## config.mk

```make
export PLATFORM = sky130hd
export DESIGN_NAME = bar_window_decoder
export DESIGN_NICKNAME = d
export VERILOG_FILES = /design/src/rtl/bwd_pkg.sv /design/src/rtl/bwd_window_calc.sv /design/src/rtl/bwd_window_table.sv /design/src/rtl/bwd_priority_match.sv /design/src/rtl/bar_window_decoder.sv
export SDC_FILE = /design/constraint.sdc
export NUM_CORES = 2
export LEC_CHECK = 0
export ABC_AREA = 1
export BUFFER_PORTS_ARGS = -buffer_cell sky130_fd_sc_hd__buf_2
export CAP_MARGIN = 20
export CORE_MARGIN = 10
export CORE_UTILIZATION = 60
export CTS_CLUSTER_SIZE = 16
export DETAILED_ROUTE_END_ITERATION = 10
export PLACE_DENSITY = 0.88
export SLEW_MARGIN = 15
export SYNTH_ARGS = -nofsm -noshare
export SYNTH_HDL_FRONTEND = slang
export SYNTH_HIERARCHICAL = 1
export SYNTH_SLANG_ARGS = --single-unit
```

## constraint.sdc

```tcl
create_clock -name clk -period 10 [get_ports clk]
set_input_delay 1 -clock clk [delete_from_list [all_inputs] [get_ports clk]]
set_output_delay 1 -clock clk [all_outputs]
set_load 0.05 [all_outputs]
```

## src/rtl/bwd_pkg.sv

```systemverilog
package bwd_pkg;

    localparam int AW            = 32;
    localparam int IO_SPAN_BITS  = 16;

    typedef struct packed {
        logic          live;
        logic          is_io;
        logic [AW-1:0] base;
        logic [AW-1:0] mask;
    } window_t;

    // Derive one region's window from its BAR, size and the enables.
    function automatic window_t calc_window(
        input logic [AW-1:0] bar,
        input logic [AW-1:0] size,
        input logic          is_rom,
        input logic          io_en,
        input logic          mem_en
    );
        window_t       w;
        logic [AW-1:0] msk;
        logic [AW-1:0] bse;
        logic [AW-1:0] last;
        logic          ok;
        msk     = size - AW'(1);
        bse     = bar & ~msk;
        last    = bse + msk;
        w.is_io = !is_rom && bar[0];
        if (w.is_io) begin
            ok = io_en && ((last >> IO_SPAN_BITS) == '0);
        end else begin
            ok = mem_en && (!is_rom || bar[0]) && (last != '1);
        end
        ok     = ok && (size != '0) && (bse != '0) && (last > bse);
        w.live = ok;
        w.base = ok ? bse : '0;
        w.mask = msk;
        return w;
    endfunction

endpackage

```

## src/rtl/bwd_window_calc.sv

```systemverilog
module bwd_window_calc
    import bwd_pkg::*;
#(
    parameter int NREG    = 7,
    parameter int ROM_IDX = 6
) (
    input  logic [NREG*AW-1:0] bar_value,
    input  logic [NREG*AW-1:0] region_size,
    input  logic               cmd_io_en,
    input  logic               cmd_mem_en,
    output window_t [NREG-1:0] next_win
);

    for (genvar gi = 0; gi < NREG; gi++) begin : g_region
        localparam logic IS_ROM = (gi == ROM_IDX);
        assign next_win[gi] = calc_window(bar_value[gi*AW +: AW],
                                          region_size[gi*AW +: AW],
                                          IS_ROM, cmd_io_en, cmd_mem_en);
    end

endmodule

```

## src/rtl/bwd_window_table.sv

```systemverilog
module bwd_window_table
    import bwd_pkg::*;
#(
    parameter int NREG = 7
) (
    input  logic               clk,
    input  logic               rst,
    input  logic               remap_req,
    input  window_t [NREG-1:0] next_win,
    output window_t [NREG-1:0] win,
    output logic [NREG-1:0]    map_event
);

    logic [NREG-1:0] differs;

    for (genvar gi = 0; gi < NREG; gi++) begin : g_diff
        assign differs[gi] = (win[gi].live != next_win[gi].live) ||
                             (next_win[gi].live && (win[gi].base != next_win[gi].base));
    end

    always_ff @(posedge clk) begin
        if (rst) begin
            win       <= '0;
            map_event <= '0;
        end else begin
            map_event <= remap_req ? differs : '0;
            if (remap_req) begin
                win <= next_win;
            end
        end
    end

endmodule

```

## src/rtl/bwd_priority_match.sv

```systemverilog
module bwd_priority_match
    import bwd_pkg::*;
#(
    parameter int NREG  = 7,
    parameter int IDX_W = 3
) (
    input  logic               clk,
    input  logic               rst,
    input  window_t [NREG-1:0] win,
    input  logic               lk_valid,
    input  logic               lk_is_io,
    input  logic [AW-1:0]      lk_addr,
    output logic               hit,
    output logic [IDX_W-1:0]   hit_region
);

    logic [NREG-1:0] cand;
    logic [IDX_W-1:0] sel;

    for (genvar gi = 0; gi < NREG; gi++) begin : g_cmp
        assign cand[gi] = win[gi].live && (win[gi].is_io == lk_is_io) &&
                          ((lk_addr & ~win[gi].mask) == win[gi].base);
    end

    // Scan downward so the lowest matching index is the last assignment.
    always_comb begin
        sel = '0;
        for (int i = NREG - 1; i >= 0; i--) begin
            if (cand[i]) sel = IDX_W'(i);
        end
    end

    always_ff @(posedge clk) begin
        if (rst || !lk_valid) begin
            hit        <= 1'b0;
            hit_region <= '0;
        end else begin
            hit        <= |cand;
            hit_region <= (|cand) ? sel : '0;
        end
    end

endmodule

```

## src/rtl/bar_window_decoder.sv

```systemverilog
module bar_window_decoder
    import bwd_pkg::*;
#(
    parameter int  N_BARS = 6,
    localparam int NREG   = N_BARS + 1,
    localparam int IDX_W  = $clog2(NREG)
) (
    input  logic               clk,
    input  logic               rst,
    input  logic               remap_req,
    input  logic               cmd_io_en,
    input  logic               cmd_mem_en,
    input  logic [NREG*AW-1:0] bar_value,
    input  logic [NREG*AW-1:0] region_size,
    input  logic               lk_valid,
    input  logic               lk_is_io,
    input  logic [AW-1:0]      lk_addr,
    output logic               hit,
    output logic [IDX_W-1:0]   hit_region,
    output logic [NREG-1:0]    map_event
);

    window_t [NREG-1:0] next_win;
    window_t [NREG-1:0] win;

    bwd_window_calc #(.NREG(NREG), .ROM_IDX(N_BARS)) calc_i (
        .bar_value   (bar_value),
        .region_size (region_size),
        .cmd_io_en   (cmd_io_en),
        .cmd_mem_en  (cmd_mem_en),
        .next_win    (next_win)
    );

    bwd_window_table #(.NREG(NREG)) table_i (
        .clk       (clk),
        .rst       (rst),
        .remap_req (remap_req),
        .next_win  (next_win),
        .win       (win),
        .map_event (map_event)
    );

    bwd_priority_match #(.NREG(NREG), .IDX_W(IDX_W)) match_i (
        .clk        (clk),
        .rst        (rst),
        .win        (win),
        .lk_valid   (lk_valid),
        .lk_is_io   (lk_is_io),
        .lk_addr    (lk_addr),
        .hit        (hit),
        .hit_region (hit_region)
    );

endmodule

```

==> flow_summary.toml <==
[placed_design]
dp.final_hpwl_um = 152000
gp_congestion = 1.00
port-buffer-count = 497
placedInstanceArea_um2 = 50800

[power]
leakagePower_nw = 24.7
vdd_ir_drop_max_uv = 122
powerDensity_nw_per_um2 = 107
power.total_w = 0.00562

[global_routing]
global_route_wire_length_before_repair_um = 289000
grt_antenna_before_repair = 15
grt_start_max_net_pins = 200
globalRouteTotalUtil_pct = 38.7
grt-ovfl-total = 0
grt_pass1_vias = 52600

[clock_network]
tritoncts = "yes"
clockBufferDepth = 3
tritoncts_num_sinks = 473
cts-htree-levels = 2
worst_skew_pair.late_latency_ns = 0.61
post-cts-setup-buffer-count = 0
worst_setup_hold_path_clk_slew_ns = 0.06
cts-hold-fix-buffers = 0
cts.root.buffer_cell = "clkbuf_16"
cts_made_buffers = 53
cts_repair_resized_insts = 0

[hold_path]
holdCritPathClass = "flop to flop"
worst_hold_path.endpoint = "table_i/win[207]$_SDFFE_PP0P_"
hold_depth = 2
min-delay-start = "table_i/win[207]$_SDFFE_PP0P_"

[flow_run]
maxCapViolations = 0

[sta]
grt_setup_unrepaired = "no"
hold-worst-slack_ns = 0.460
relSlewSlack_pct = 23.1
post-route-min-period_ns = 6.63
worst_clock_skew_ns = 0.0247
timing.final.setup_violations = 0
finalHoldViolations = 0
drv_slew = 0
min_period_over_period_pct = 66.3
setup_tns_ns = 0
timing_worst_slew_pin_value_ns = 1.15
achievable-frequency_ghz = 0.151

[detailed_routing]
route.detailed.drc = 0
detailroute.wirelength.met3_um = 20200
avgViaCountPerCell = 5.75
vias = 56300
detailedRoute.firstPassIterationCount = 7
route.layer.met1.wl_um = 73400
drt_wl_total_um = 192000
first_iter_violations = 6941
drt.antenna.violating_nets = 0
drt-wirelength-per-cell_um = 19.6
route.top_layer_used = "met5"
route.met2.wl_um = 84900

[critical_path]
worst_path_largest_cell_delay_ns = 0.72
timing.critical_path.slowest_stage_cell = "nand2_2"
setup_crit_end_kind = "flop"
largest_fanout_of_any_net_on_the_critical_path = 33
worstSetupStartpointType = "primary input"
cp_data_arrival_time_ns = 7.12
worst_r2r_path_depth = 12
crit-reg2reg-launch = "table_i/win[181]$_SDFFE_PP0P_"
critical_path_class = "primary input to flop"
critPathMostFrequentCell = "nand2_1"
rr_endpoint = "match_i/hit_region[0]$_SDFF_PP0_"
setup.reg_to_reg.worst_slack_ns = 7.75
critical_path_required_ns = 10.49

[layout]
final_layout_size_suffix_gt1_share_pct = 13.0
flow.area_growth_from_synthesis_pct = 8.79
design.final.nets = 9418
finalInstanceArea_um2 = 52500
fillerInstances = 7569
finish.utilization_pct = 66.2

[floorplan]
effective_utilization_at_floorplan_pct = 60.8
core.rowCount = 103
overall_die_width_um = 304
floorplan.core_area_um2 = 79400
floorplan.io_pins = 498
die_h_um = 304
floorplan.die_area_um2 = 92200

[synth]
ys_seq_elements = 473
post_synth_instance_area_um2 = 48300
synth.yosys.warnings = 6
ys_types = 64
syn_avg_cell_area_um2 = 5.79
synth-async-reset-ratio_pct = 0
seq_area_frac_synth_pct = 19.6
postSynthCellCount = 8340
yosys_most_used_dff = "dfxtp_1"
number_of_enable_type_register_cells_in_the_synthesized_netlist = 0

[run_status]
run_status = "complete, no violations"
placed cells by master (no fill, tap or decap), types with 30 or more instances in the layout:
master	synthesis	routed
a211oi_2	110	110
xnor2_1	80	80
nand3b_1	153	153
a211oi_1	69	69
nand2_2	41	41
ha_1	232	232
a21oi_1	406	406
nand3_2	30	30
nand4_1	152	152
nor2_4	46	46
nor2_1	1097	1097
nor2_2	231	231
clkbuf_16	0	54
inv_1	1181	1181
dfxtp_1	473	473
or2_2	33	33
buf_2	99	495
nand2_1	2738	2738
xor2_1	88	88
nand3_1	572	572
nor3_1	35	35
o21ai_0	168	168
critical path, delay by kind of cell:
family / cells / cell delay (ns)
xor+xnor: 1 / 0.33
compound gates: 4 / 0.52
fa+ha+maj: 2 / 0.56
buf+inv: 5 / 0.65
simple gates: 20 / 4.04
layer usage:
metal,vias up,GRT usage (%)
met5,-,0
met1,25500,46.6
li1,27000,-
met3,683,8.65
met2,3109,62.5
met4,22,23.0
kinds of logic (layout without fill, tap and decap cells):
kind of cell             count (synthesis)  after routing  synth area share (%)
AND/OR/NAND/NOR                       5220           5220                  47.9
buffers and inverters                 1416           1805                  12.3
AO/OA/AOI/OAI                          827            827                  11.0
flip-flops                             473            473                  19.6
adder cells (fa/ha/maj)                232            232                  6.01
XOR/XNOR                               171            171                  3.15
other                                    1             13               0.00777
cell type report:
class | count | area, um^2 | share of cell area [%]
Sequential cell | 473 | 9470 | 18.0
Clock inverter | 13 | 155 | 0.295
Timing Repair Buffer | 506 | 2610 | 4.97
Multi-Input combinational cell | 6458 | 32900 | 62.6
Antenna cell | 5 | 12.5 | 0.0238
Inverter | 1207 | 4540 | 8.65
Tap cell | 1050 | 1310 | 2.50
Clock buffer | 79 | 1540 | 2.92
sequential cells by signal, indices dropped and copies added, names as in the netlist:
register and count:
match_i/hit 1, match_i/hit_region 3, table_i/map_event 7, table_i/win 462
how the worst max path moves through the flow:
stage,from,end,slack [ns],depth (start not counted)
5_1_grt,region_size[160],table_i/map_event[5]$_SDFF_PP0_,3.01,32
3_3_place_gp,region_size[160],table_i/map_event[5]$_SDFF_PP0_,2.92,32
4_1_cts,region_size[160],table_i/map_event[5]$_SDFF_PP0_,3.64,32
6_report,region_size[160],table_i/map_event[5]$_SDFF_PP0_,3.37,32
2_1_floorplan,region_size[128],table_i/map_event[4]$_SDFF_PP0_,5.17,36
3_5_place_dp,region_size[160],table_i/map_event[5]$_SDFF_PP0_,2.96,32
stage by stage:
stage	std cells	setup WS [ns]
global route	9788	3.01
floorplan	8347	5.17
detailed placement	9694	2.96
CTS	9786	3.64
global placement	9694	2.92
finish	9791	3.37
report_power, final:
part | internal (W) | switching, W
logic | 0.000515 | 0.00109
registers | 0.00198 | 0.0000855
clock network | 0.00113 | 0.000825
total | 0.00362 | 0.00200
Yosys cell counts (41+ instances only):
library cell / n / area share (%)
buf_4: 41 / 0.64
buf_6: 43 / 1.0
nand4_1: 152 / 2.0
a211oi_1: 69 / 1.1
inv_1: 1181 / 9.2
nand2_1: 2738 / 21
o21ai_0: 168 / 1.7
a21oi_1: 406 / 4.2
nand3_1: 572 / 5.9
dfxtp_1: 473 / 20
xor2_1: 88 / 1.6
a211oi_2: 110 / 2.9
nor2_4: 46 / 1.1
nor2_1: 1097 / 8.5
nand2_2: 41 / 0.53
nor2_2: 231 / 3.0
buf_2: 99 / 1.0
xnor2_1: 80 / 1.5
nand3b_1: 153 / 2.4
ha_1: 232 / 6.0
No activity file was read; power rests on OpenSTA's default activity.
